$ cat src/rtl/outsw_pkg.sv
package outsw_pkg;
  localparam int unsigned DEF_NCH   = 8;
  localparam int unsigned DEF_BLANK = 2000;

  // Operation applied to every channel latch on a clock edge
  typedef enum logic [1:0] {
    OP_HOLD = 2'd0,
    OP_LOAD = 2'd1,
    OP_TRIM = 2'd2
  } latch_op_e;
endpackage

$ cat src/rtl/outsw_sync.sv
module outsw_sync #(
  parameter int unsigned W = 8
) (
  input  logic         clk,
  input  logic [W-1:0] d_i,
  output logic [W-1:0] q_o
);
  logic [W-1:0] meta_q;
  logic [W-1:0] sync_q;

  // Two-stage synchroniser, left without reset so no reset fan-out lands on it
  always_ff @(posedge clk) begin
    meta_q <= d_i;
    sync_q <= meta_q;
  end

  assign q_o = sync_q;
endmodule

$ cat src/rtl/outsw_blank_timer.sv
module outsw_blank_timer #(
  parameter int unsigned BLANK_CYCLES = 2000
) (
  input  logic clk,
  input  logic rst,
  input  logic start_i,
  output logic armed_o
);
  localparam int unsigned RAW_W = $clog2(BLANK_CYCLES + 1);
  localparam int unsigned CW    = (RAW_W < 1) ? 1 : RAW_W;
  localparam logic [CW-1:0] LOAD_VAL = CW'(BLANK_CYCLES);

  logic [CW-1:0] cnt_q;

  always_ff @(posedge clk) begin
    if (rst) begin
      cnt_q <= '0;
    end else if (start_i) begin
      cnt_q <= LOAD_VAL;
    end else if (cnt_q != '0) begin
      cnt_q <= cnt_q - 1'b1;
    end
  end

  assign armed_o = (cnt_q == '0);
endmodule

$ cat src/rtl/outsw_chan.sv
module outsw_chan
  import outsw_pkg::*;
(
  input  logic      clk,
  input  logic      rst,
  input  latch_op_e op_i,
  input  logic      cmd_i,
  input  logic      sense_i,
  output logic      on_o
);
  logic on_q;

  always_ff @(posedge clk) begin
    if (rst) begin
      on_q <= 1'b0;
    end else begin
      unique case (op_i)
        OP_LOAD: on_q <= cmd_i;
        OP_TRIM: if (sense_i) on_q <= 1'b0;
        default: on_q <= on_q;
      endcase
    end
  end

  assign on_o = on_q;
endmodule

$ cat src/rtl/outsw_guard.sv
module outsw_guard
  import outsw_pkg::*;
#(
  parameter int unsigned NCH          = DEF_NCH,
  parameter int unsigned BLANK_CYCLES = DEF_BLANK
) (
  input  logic           clk,
  input  logic           rst,
  input  logic           frame_en_i,
  input  logic [NCH-1:0] cmd_i,
  input  logic [NCH-1:0] sense_i,
  output logic [NCH-1:0] drive_en_o,
  output logic [NCH-1:0] sense_o
);
  logic           frame_q;
  logic           commit;
  logic           armed;
  latch_op_e      op;
  logic [NCH-1:0] sense_s;

  // Previous frame level for edge detection
  always_ff @(posedge clk) begin
    frame_q <= frame_en_i;
  end

  assign commit = frame_en_i & ~frame_q;

  outsw_sync #(.W(NCH)) u_sync (
    .clk (clk),
    .d_i (sense_i),
    .q_o (sense_s)
  );

  outsw_blank_timer #(.BLANK_CYCLES(BLANK_CYCLES)) u_timer (
    .clk     (clk),
    .rst     (rst),
    .start_i (commit),
    .armed_o (armed)
  );

  always_comb begin
    if (commit)                  op = OP_LOAD;
    else if (frame_en_i && armed) op = OP_TRIM;
    else                         op = OP_HOLD;
  end

  for (genvar g = 0; g < NCH; g++) begin : g_ch
    outsw_chan u_ch (
      .clk     (clk),
      .rst     (rst),
      .op_i    (op),
      .cmd_i   (cmd_i[g]),
      .sense_i (sense_s[g]),
      .on_o    (drive_en_o[g])
    );
  end

  assign sense_o = sense_s;
endmodule

$ cat config.mk
export PLATFORM = sky130hd
export DESIGN_NAME = outsw_guard
export DESIGN_NICKNAME = d
export VERILOG_FILES = /design/src/rtl/outsw_pkg.sv /design/src/rtl/outsw_sync.sv /design/src/rtl/outsw_blank_timer.sv /design/src/rtl/outsw_chan.sv /design/src/rtl/outsw_guard.sv
export SDC_FILE = /design/constraint.sdc
export NUM_CORES = 1
export LEC_CHECK = 0
export BUFFER_PORTS_ARGS = -buffer_cell sky130_fd_sc_hd__buf_4
export CORE_MARGIN = 2
export CORE_UTILIZATION = 48
export CTS_BUF_LIST = sky130_fd_sc_hd__clkbuf_4
export DETAILED_ROUTE_END_ITERATION = 12
export PLACE_DENSITY_LB_ADDON = 0.3
export SLEW_MARGIN = 20
export SYNTH_ARGS = -nofsm -noshare
export SYNTH_HDL_FRONTEND = slang
export SYNTH_SLANG_ARGS = --single-unit
export TNS_END_PERCENT = 20
$ cat constraint.sdc
create_clock -name clk -period 1.6 [get_ports clk]
set_clock_uncertainty 0.15 [all_clocks]
set_input_delay 0.16 -clock clk [delete_from_list [all_inputs] [get_ports clk]]
set_output_delay 0.16 -clock clk [all_outputs]
set_load 0.005 [all_outputs]
# == Word-level counts from Yosys, hierarchy flattened ==
# Cells that the tools add are included.
# totals
output_inout_bits,16
in_bits,19
ff_bits,36
# classes
n_bitwise,2
n_addsub,1
n_mux,20
n_eq_ne,10
reduce_logical,14
# ops
operator,count
$mux 11,2
$ne 2x2->1 const B,8
$pmux 1 s2,8
$reduce_and 2->1,8
$logic_not 11->1,1
$reduce_bool 11->1,1
$sub 11x1->11 const B,1
$mux 1,8
$mux 2,2
$reduce_bool 2->1,2
$eq 2x1->1 const B,1
$eq 2x2->1 const B,1
$reduce_or 2->1,1
$and 1x1->1,1
$logic_and 1x1->1,1
$not 1->1,1

# == Logic depth before layout (Yosys ltp) ==
# Gate-level depths: netlist of the first run.
# logic_depth
ltp_word,7
mapped_depth,6

# == By module ==
# From an unflattened synthesis of the first run, not the netlist that was laid out.
# unflattened
hier_cells,134
area_unflattened_um2,1442.6
# modules_own_cells
module,n_inst,cells_each,area_each_um2,seq_area_each_um2
outsw_blank_timer,1,67,595.6,220.2
outsw_chan,8,6,61.3,20.0
outsw_sync,1,16,320.3,320.3
outsw_guard,1,3,36.3,20.0

# == Worst setup path before layout of the first run ==
# OpenSTA, ideal clock, no wires.
# synth_path
path_kind,flip-flop to flip-flop
from,reg u_timer.cnt_q[0]
to,reg u_timer.cnt_q[6]
setup_time_ns,0.133
synth_period_minus_slack_ns,1.769
t_arrival_ns,1.486
required_time_ns,1.317
setup_slack_ns,-0.169
path_stages_with_launch,7
n_path_buf,0
path_cell_list,dfxtp_1 -> inv_1 -> ha_1 -> or3b_4 -> a2111oi_1 -> xnor2_1 -> a21oi_1
# synth_between
elab_chain_len,3
elab_cells_between_ends,5
cone_classes,add/sub: 1; mux: 2; reduce/logical: 2
# synth_rtl
item,line_no,text
start: declaration,outsw_blank_timer.sv:13,logic [CW-1:0] cnt_q;
start signal: assignment,outsw_blank_timer.sv:21,cnt_q <= cnt_q - 1'b1;
$sub 11x1->11,outsw_blank_timer.sv:21,
$mux 11,outsw_blank_timer.sv:20,end else if (cnt_q != '0) begin
$mux 11,outsw_blank_timer.sv:18,end else if (start_i) begin
# Several ways; a longest one is shown, not always the timed one. The select of a mux whose other input is x is not followed.
# A chain may end at the register's enable or synchronous reset.

# == Worst setup path in the final report of the first run ==
# Same ends and word-level chain as after synthesis.

==> results_dict.tcl, run 1 <==
set metrics [dict create \
    worstSetupStartpointType "flop" \
    maximum_frequency_from_static_timing_analysis_mhz 597.8 \
    required_ns 1.70 \
    maxCapViolCount 0 \
    worstPathMaxFanout 5 \
    drtAntennaViolNets 0 \
    total_number_of_vias 1155 \
    finalMaxSlewViolations 0 \
    criticalPathCategory "reg2reg" \
    numPlacedInstances 199 \
    grt_max_degree 16 \
    final_cell_mix "buf_4, dfxtp_1, dlygate4sd3_1" \
    min_path_cells 0 \
    reg2reg_from "u_timer.cnt_q[0]" \
    grt_pass1_wl_um 5037 \
    period_minus_slack_ns 1.673 \
    hold_ws_ns 0.1798 \
    dieHeight_um 57.38 \
    drtPass1Iterations 4 \
    outcome "finished, violations left" \
    synth_area_per_cell_um2 9.982 \
    maxSlewHeadroom 0.8017 \
    num_rows 19 \
    first_global_vias 1126 \
    final_cells 228 \
    layout-area-overhead-vs-synth_pct 46.29 \
    grt_util_all_layers 0.2068 \
    yosysUniqueCellTypes 33 \
    final_global_route_overflow_total 0 \
    numClockSinks 36 \
    number_of_synthesized_register_bits 36 \
    worstSkewPairLatency_ns 0.34 \
    synth.yosys.seq_area_share 0.5270 \
    critical_path.endpoint_type "flop" \
    antenna_found_initial 0 \
    floorplan.die.width_um 57.38 \
    cts-htree-levels 2 \
    setup_viol 10 \
    fin_setup_tns_ns -0.3805 \
    worstPathCellList "inv_2, ha_4, or3b_4, a2111oi_4, xnor2_1, a21oi_1" \
    max-clock-path-buffers 2 \
    min_from "u_sync.meta_q[3]" \
    p_leak_nw 0.8693 \
    worst_hold_path_type "reg2reg" \
    synth_fp_nets 157 \
    globalplace.congestion 0.7395 \
    hold_path_end "u_sync.q_o[3]" \
    cp_slowest_stage_delay_ns 0.42 \
    r2r_end "u_timer.cnt_q[6]" \
    clkSlewWorstSetupHoldPaths_ns 0.11 \
    critPathArrivalTime_ns 1.77 \
    top_level_ports 35 \
    timing_worst_slew_pin_value_ns 0.2952 \
    mappedNetlistArea_um2 1368 \
    r2r.worst_path.cells 6 \
    synth_warnings 0 \
    drc_errors 0 \
    cts_inserted_buffers 5 \
    cts_root_buf "clkbuf_4" \
    num_antenna_cells 0 \
    final_hold_viol_count 0 \
    wl_final_um 3122 \
    viasPerCell 5.066 \
    post_drt_wl_per_cell_um 13.69 \
    cpMaxStageDelayCell "or3b_4" \
    postSynthCellCount 137 \
    post_route_cells_drive_above_1_share 0.3959 \
    design.final.nets 216 \
    cts_tree "done" \
    min_period_over_period 1.045 \
    failed_checks "negative setup slack" \
    layout.cells.most_common "buf_4" \
    io_buffer_count 34 \
    timing.reg2reg.setup_slack_ns -0.07 \
    final.setup.worst_slack_ns -0.07279 \
    rsz0062_at_grt "yes" \
    die_area_um2 3292 \
    ir_drop_uv 1242 \
    dp.final_hpwl_um 1929 \
    powerDensity_nw_per_um2 1502 \
    floorplan.core_area_um2 2734 \
    starting_density_of_the_core 0.5002 \
    drt_first_iter_violations 23 \
]
==> worst max-delay path by stage <==
stage | end | from | slack (ns) | cells after the start
2_1_floorplan | u_timer.cnt_q[8] | u_timer.cnt_q[7] | -0.05 | 4
3_3_place_gp | u_timer.cnt_q[6] | u_timer.cnt_q[1] | -0.06 | 6
3_5_place_dp | u_timer.cnt_q[8] | u_timer.cnt_q[1] | -0.1 | 6
4_1_cts | u_timer.cnt_q[6] | u_timer.cnt_q[0] | -0.09 | 6
5_1_grt | u_timer.cnt_q[1] | u_timer.cnt_q[8] | -0.17 | 5
6_report | u_timer.cnt_q[6] | u_timer.cnt_q[0] | -0.07 | 6
==> report_power, final <==
group	internal, mW	total (mW)	leakage (nW)	switching, mW
logic	0.731	1.31	0.532	0.575
clock network	0.210	0.517	0.0363	0.307
registers	1.04	1.18	0.301	0.143
==> final cells by class <==
class | instances | area, um2
clock buffer | 7 | 52.55
fill | 185 | 733.2
clock inverter | 1 | 8.758
multi-input combinational | 72 | 555.5
timing repair buffer | 71 | 581.8
sequential | 36 | 725.7
inverter | 10 | 37.54
tap | 31 | 38.79
==> cells in the mapped netlist <==
cell type   n  area share
a211oi_1    2       0.011
a21oi_1    14       0.051
and2_1      1      0.0046
ha_1        1      0.0091
buf_1       1      0.0027
nor2b_1     1      0.0046
nor2_1      5       0.014
nand3_1     1      0.0037
clkbuf_1    2      0.0055
nand2_1    10       0.027
or2b_1      1      0.0055
or3b_4      1      0.0082
a31oi_1     2      0.0091
buf_4      16       0.088
o2111ai_1   1      0.0064
or3_1       2      0.0091
nor4_1      1      0.0046
inv_1      10       0.027
dfxtp_1    36        0.53
nand2b_1    2      0.0091
o211ai_1    9       0.049
nand3b_1    1      0.0055
or4_1       2       0.011
nand4_2     1      0.0091
nor4_4      1       0.016
nor3b_2     1      0.0091
a311oi_1    1      0.0064
o21ba_1     1      0.0073
o31ai_1     1      0.0055
xnor2_1     5       0.032
xor2_1      1      0.0064
nor3_1      2      0.0073
a2111oi_1   1      0.0073
==> registers in the layout (all words and copies together), names as in the netlist <==
name and cells:
frame_q 1, g_ch.u_ch.on_o 8, u_sync.meta_q 8, u_sync.q_o 8, u_timer.cnt_q 11
==> metrics by stage <==
step	total power [mW]	worst slack [ns]	area, um2	utilization
after floorplan	1.876	-0.05285	1411	-
after global placement	2.237	-0.05649	1694	0.6197
after detailed placement	2.274	-0.09536	1694	0.6197
after CTS	2.869	-0.08596	1941	0.7098
after global routing	3.193	-0.1730	2001	0.7318
final	3.004	-0.07279	2001	0.7318
==> critical path, delay by kind of cell, from the launching register on <==
family	cells	cell delay (ns)
flip-flops	1	0.35
buffers and inverters	1	0.06
adder cells (fa/ha/maj)	1	0.14
AO/OA/AOI/OAI	2	0.31
XOR/XNOR	1	0.16
AND/OR/NAND/NOR	1	0.42
==> per-layer routing <==
metal,part of all wire,GRT usage,up-vias
met5,0,0,-
met4,0.026,0.1030,0
met1,0.42,0.2251,542
met3,0.041,0.07256,9
li1,-,-,576
met2,0.51,0.3539,28
==> timing repair <==
action	4_1_cts	5_1_grt
hold buffers	17	1
endpoints found under the setup margin	16	19
endpoints found under the hold margin	22	13
gates resized for setup	5	5
pin swaps	4	4
buffers inserted	0	3
==> logic make-up after synthesis <==
| kind of cell | count (synthesis) | synth area share |
|---|---|---|
| and+or+nand+nor | 33 | 0.1482 |
| buffers and inverters | 29 | 0.1235 |
| adders and majority gates | 1 | 0.009148 |
| xor gates and xnor gates | 6 | 0.03843 |
| AOI/OAI and AO/OA | 32 | 0.1537 |
| DFF | 36 | 0.5270 |
Note: power is estimated with default switching activity, not from simulation.
==> inputs of run 2 (changes only) <==
--- a/config.mk
+++ b/config.mk
@@ -11,6 +11,7 @@
 export CTS_BUF_LIST = sky130_fd_sc_hd__clkbuf_4
 export DETAILED_ROUTE_END_ITERATION = 12
 export PLACE_DENSITY_LB_ADDON = 0.3
+export SKIP_CTS_REPAIR_TIMING = 1
 export SLEW_MARGIN = 20
 export SYNTH_ARGS = -nofsm -noshare
 export SYNTH_HDL_FRONTEND = slang
==> run 2 against run 1 <==
Effect of this change: the flow still finishes with violations (negative setup slack); count of clock-buffer cells in the layout did not move; sequential cell count is the same; final area decreased by 1.3%; setup slack worse by 0.032 ns; combinational power shrank 5%; cell count decreased by 0.88%; register-to-register slack got worse by 0.03 ns; global-route usage decreased by 3.4 points; non-clock buffer count down 2; die area unchanged; power fell by 2.1%; critical endpoint is now u_timer.cnt_q[8]; largest cell class unchanged.
==> results_dict.tcl, run 2 (synthesized netlist as in run 1, its figures left out) <==
set metrics [dict create \
    outcome "finished, violations left" \
    failed_checks "negative setup slack" \
    numClockSinks 36 \
    worstSetupStartpointType "flop" \
    rsz0062_at_grt "yes" \
    min_period_over_period 1.066 \
    top_register "u_timer.cnt_q" \
    cts-htree-levels 2 \
    timing_worst_slew_pin_value_ns 0.2948 \
    design.final.nets 214 \
    final.setup.worst_slack_ns -0.1052 \
    final_cell_mix "buf_4, dfxtp_1, dlygate4sd3_1" \
    internal_power_contribution_mw 1.934 \
    die_area_um2 3292 \
    required_ns 1.73 \
    first_global_vias 992 \
    final_cells 226 \
    total_number_of_vias 1125 \
    num_antenna_cells 0 \
    fin_setup_tns_ns -0.6586 \
    p_leak_nw 0.8573 \
    power_switching_mw 1.006 \
    final_global_route_overflow_total 0 \
    cts_root_buf "clkbuf_4" \
    wl_final_um 3045 \
    final_hold_viol_count 0 \
    post_drt_wl_per_cell_um 13.47 \
    clkPwrFrac 0.176 \
    num_rows 19 \
    p_comb_frac 0.423 \
    critical_path.endpoint_type "flop" \
    worst_hold_path_type "reg2reg" \
    grt_max_degree 16 \
    maxSlewHeadroom 0.8020 \
    largest_register_ff_count 11 \
    starting_density_of_the_core 0.5002 \
    grt_pass1_wl_um 4229 \
    worstSkewPairLatency_ns 0.34 \
    floorplan.core_area_um2 2734 \
    hold_ws_ns 0.1816 \
    io_buffer_count 34 \
    maximum_frequency_from_static_timing_analysis_mhz 586.4 \
    power_frac_seq 0.400 \
    cts_inserted_buffers 5 \
    globalplace.congestion 0.7395 \
    pwr_total_mw 2.941 \
    layout.cells.most_common "buf_4" \
    dp.final_hpwl_um 1929 \
    criticalPathCategory "reg2reg" \
    drc_errors 0 \
    viasPerCell 4.978 \
    grt_util_all_layers 0.1728 \
    powerDensity_nw_per_um2 1489 \
    antenna_found_initial 0 \
    finalMaxSlewViolations 0 \
    critPathArrivalTime_ns 1.83 \
    numPlacedInstances 199 \
    cts_tree "done" \
    dpl-instance-area_um2 1694 \
    drtPass1Iterations 6 \
    max-clock-path-buffers 2 \
    post_route_cells_drive_above_1_share 0.3795 \
    setup_viol 16 \
    layout-area-overhead-vs-synth_pct 44.46 \
    period_minus_slack_ns 1.705 \
    clkSlewWorstSetupHoldPaths_ns 0.11 \
    ir_drop_uv 1141 \
    drtAntennaViolNets 0 \
    p_sw_frac 0.3422 \
    dieHeight_um 57.38 \
    drt_first_iter_violations 27 \
    final_area_um2 1976 \
    worstPathMaxFanout 4 \
    top_level_ports 35 \
    floorplan.die.width_um 57.38 \
    maxCapViolCount 0 \
]
[run 2: cell types whose count changed in the layout (fill, tap and decap cells not counted)]
cell / before / now
nor4_2: 1 / 0
inv_2: 2 / 1
buf_6: 1 / 0
buf_4: 52 / 51
inv_1: 8 / 9
nor4_1: 0 / 1
[run 2: final cells by class]
class,instances,area (um2)
repair buffers,69,563.0
well taps,31,38.79
clock inverters,1,8.758
multi-input cells,72,549.3
fillers,190,758.2
inverters,10,37.54
flip-flops and latches,36,725.7
clock buffers,7,52.55
[run 2: metrics by stage]
stage	setup slack, ns	utilization
finish	-0.1052	0.7227
global route	-0.1912	0.7227
CTS	-0.1175	0.6421
detailed placement	-0.09536	0.6197
global placement	-0.05649	0.6197
floorplan	-0.05285	-
[run 2: worst max-delay path, stage by stage, from the launching register on]
cell and delay, ns:
dfxtp_2 0.34, inv_1 0.08, ha_4 0.14, nor3b_4 0.30
nand2_2 0.10, or3_1 0.36, a31oi_1 0.17
[run 2: per-layer routing]
metal,vias to the layer above,global-route usage,wire length [um]
met5,-,0,0
met1,523,0.1977,1276
met4,0,0.08970,82
met2,22,0.2776,1565
li1,571,-,-
met3,9,0.06803,120
[run 2: final timing paths]
kind | from | to | slack [ns] | cells after the start
min | u_sync.meta_q[3] | u_sync.q_o[3] | 0.18 | 0
min reg2reg | u_sync.meta_q[3] | u_sync.q_o[3] | 0.18 | 0
max reg2reg | u_timer.cnt_q[1] | u_timer.cnt_q[8] | -0.11 | 6
max | u_timer.cnt_q[1] | u_timer.cnt_q[8] | -0.11 | 6
[run 2: power by group through the flow]
stage	Clock [mW]	Combinational (mW)	Sequential, mW
final	0.518	1.25	1.18
after global routing	0.560	1.36	1.20
after CTS	0.528	1.09	1.17
after detailed placement	0	1.08	1.19
after global placement	0	1.06	1.18
after floorplan	0	0.682	1.19
==> inputs of run 3 (changes only) <==
--- a/config.mk
+++ b/config.mk
@@ -5,11 +5,10 @@
 export SDC_FILE = /design/constraint.sdc
 export NUM_CORES = 1
 export LEC_CHECK = 0
-export BUFFER_PORTS_ARGS = -buffer_cell sky130_fd_sc_hd__buf_4
-export CORE_MARGIN = 2
 export CORE_UTILIZATION = 48
 export CTS_BUF_LIST = sky130_fd_sc_hd__clkbuf_4
 export DETAILED_ROUTE_END_ITERATION = 12
+export DONT_BUFFER_PORTS = 1
 export PLACE_DENSITY_LB_ADDON = 0.3
 export SKIP_CTS_REPAIR_TIMING = 1
 export SLEW_MARGIN = 20
==> run 3 against run 2 <==
Effect of this change: sequential power about the same; final area is 18% lower; wire length is 11% lower; hold slack lost 0.47 ns; critical endpoint unchanged; non-clock buffer count fell by 45; the run ends with negative hold slack, negative setup slack left; combinational power fell by 10%; fmax is 0.40% lower; power fell by 4.5%.
==> results_dict.tcl, run 3 (synthesized netlist as in run 1, its figures left out) <==
set metrics [dict create \
    criticalPathCategory "reg2reg" \
    final_area_um2 1614 \
    grt_util_all_layers 0.1681 \
    grt_max_degree 16 \
    period_minus_slack_ns 1.712 \
    floorplan.core_area_um2 2590 \
    drtAntennaViolNets 0 \
    worst_hold_path_type "in2reg" \
    dpl-instance-area_um2 1430 \
    post_route_cells_drive_above_1_share 0.2467 \
    r2r.worst_path.cells 6 \
    final.setup.worst_slack_ns -0.1121 \
    maxSlewHeadroom 0.7523 \
    failed_checks "negative hold slack, negative setup slack" \
    wl_final_um 2712 \
    p_leak_nw 0.6401 \
    final_global_route_overflow_total 0 \
    timing_worst_slew_pin_value_ns 0.3688 \
    drc_errors 0 \
    critPathArrivalTime_ns 1.83 \
    maximum_frequency_from_static_timing_analysis_mhz 584.1 \
    drt_first_iter_violations 14 \
    die_area_um2 3066 \
    layout_fillers 197 \
    largest_register_ff_count 11 \
    floorplan.die.width_um 55.38 \
    reg2reg_from "u_timer.cnt_q[0]" \
    antenna_found_initial 0 \
    top_register "u_timer.cnt_q" \
    setup_viol 13 \
    maxCapViolCount 0 \
    cts_inserted_buffers 5 \
    critical_path.endpoint_type "flop" \
    finalMaxSlewViolations 0 \
    worstSetupStartpointType "flop" \
    worstPathMaxFanout 5 \
    max-clock-path-buffers 2 \
    starting_density_of_the_core 0.5280 \
    design.final.nets 169 \
    drtPass1Iterations 4 \
    timing.reg2reg.setup_slack_ns -0.11 \
    viasPerCell 5.444 \
    post_drt_wl_per_cell_um 15.07 \
    num_rows 18 \
    outcome "finished, violations left" \
    required_ns 1.72 \
    top_level_ports 35 \
    dieHeight_um 55.38 \
    total_number_of_vias 980 \
    dp.final_hpwl_um 1819 \
    layout.cells.most_common "dfxtp_1" \
    final_cell_mix "dfxtp_1, buf_4, a21oi_1" \
    first_global_vias 890 \
    rsz0062_at_grt "yes" \
    globalplace.congestion 0.8346 \
    num_antenna_cells 0 \
    ir_drop_uv 988.4 \
    clkSlewWorstSetupHoldPaths_ns 0.11 \
    cts_tree "done" \
    hold_ws_ns -0.2871 \
    worstSkewPairLatency_ns 0.34 \
    r2r_end "u_timer.cnt_q[8]" \
    numClockSinks 36 \
    cts-htree-levels 2 \
    grt_pass1_wl_um 3884 \
    layout-area-overhead-vs-synth_pct 18.02 \
    io_buffer_count 0 \
    crit_end "u_timer.cnt_q[8]" \
    final_hold_viol_count 19 \
    cts_root_buf "clkbuf_4" \
    powerDensity_nw_per_um2 1740 \
    setup.worst_path.start "u_timer.cnt_q[0]" \
    min_period_over_period 1.070 \
]
run 3: changes by cell type in the layout (fill, tap and decap cells not counted), sizes merged:
cell         change
buf             -36
dlygate4sd3      -9
run 3: area by class of cell:
type / instances / area (um2) / share of cell area
inverter: 10 / 37.54 / 0.02326
clock buffer: 7 / 52.55 / 0.03256
clock inverter: 1 / 8.758 / 0.005426
multi-input combinational: 72 / 550.5 / 0.3411
tap: 30 / 37.54 / 0.02326
sequential: 36 / 724.4 / 0.4488
timing repair buffer: 24 / 202.7 / 0.1256
run 3: critical path: stages, from the launching register on:
cell and delay (ns):
dfxtp_2 0.35, inv_2 0.07, ha_4 0.14, nor3b_4 0.27, nand2_1 0.12, or3_1 0.37
a31oi_1 0.18
run 3: per-layer routing:
layer / part of all wire / track usage / up-vias
li1: - / - / 483
met1: 0.41 / 0.1783 / 460
met3: 0.067 / 0.09133 / 7
met5: 0 / 0 / -
met2: 0.51 / 0.2651 / 30
met4: 0.017 / 0.09286 / 0
run 3: power breakdown:
| group | internal [mW] | switching, mW | total [mW] |
|---|---|---|---|
| logic | 0.594 | 0.523 | 1.12 |
| registers | 1.04 | 0.151 | 1.19 |
| clock network | 0.210 | 0.294 | 0.504 |
| total | 1.84 | 0.968 | 2.81 |
run 3: worst min-delay path by stage:
| stage | start | end | slack [ns] | depth (start not counted) |
|---|---|---|---|---|
| floorplan | frame_en_i | frame_q | 0.04 | 0 |
| global placement | sense_i[3] | u_sync.meta_q[3] | 0.04 | 0 |
| detailed placement | sense_i[4] | u_sync.meta_q[4] | 0.04 | 0 |
| CTS | sense_i[5] | u_sync.meta_q[5] | -0.33 | 0 |
| global route | rst | u_timer.cnt_q[4] | -0.31 | 1 |
| finish | rst | u_timer.cnt_q[4] | -0.29 | 1 |
run 3: per-stage QoR:
stage               setup slack, ns  TNS, ns  std cells    util  total power [mW]
floorplan                  -0.05285  -0.1361        137       -             1.876
global placement           -0.06367  -0.3267        163  0.5522             2.165
detailed placement          -0.1130   -1.091        163  0.5522             2.215
CTS                         -0.1260   -1.417        171  0.5758             2.710
global route                -0.1843   -1.947        180  0.6232             2.982
finish                      -0.1121  -0.4803        180  0.6232             2.808
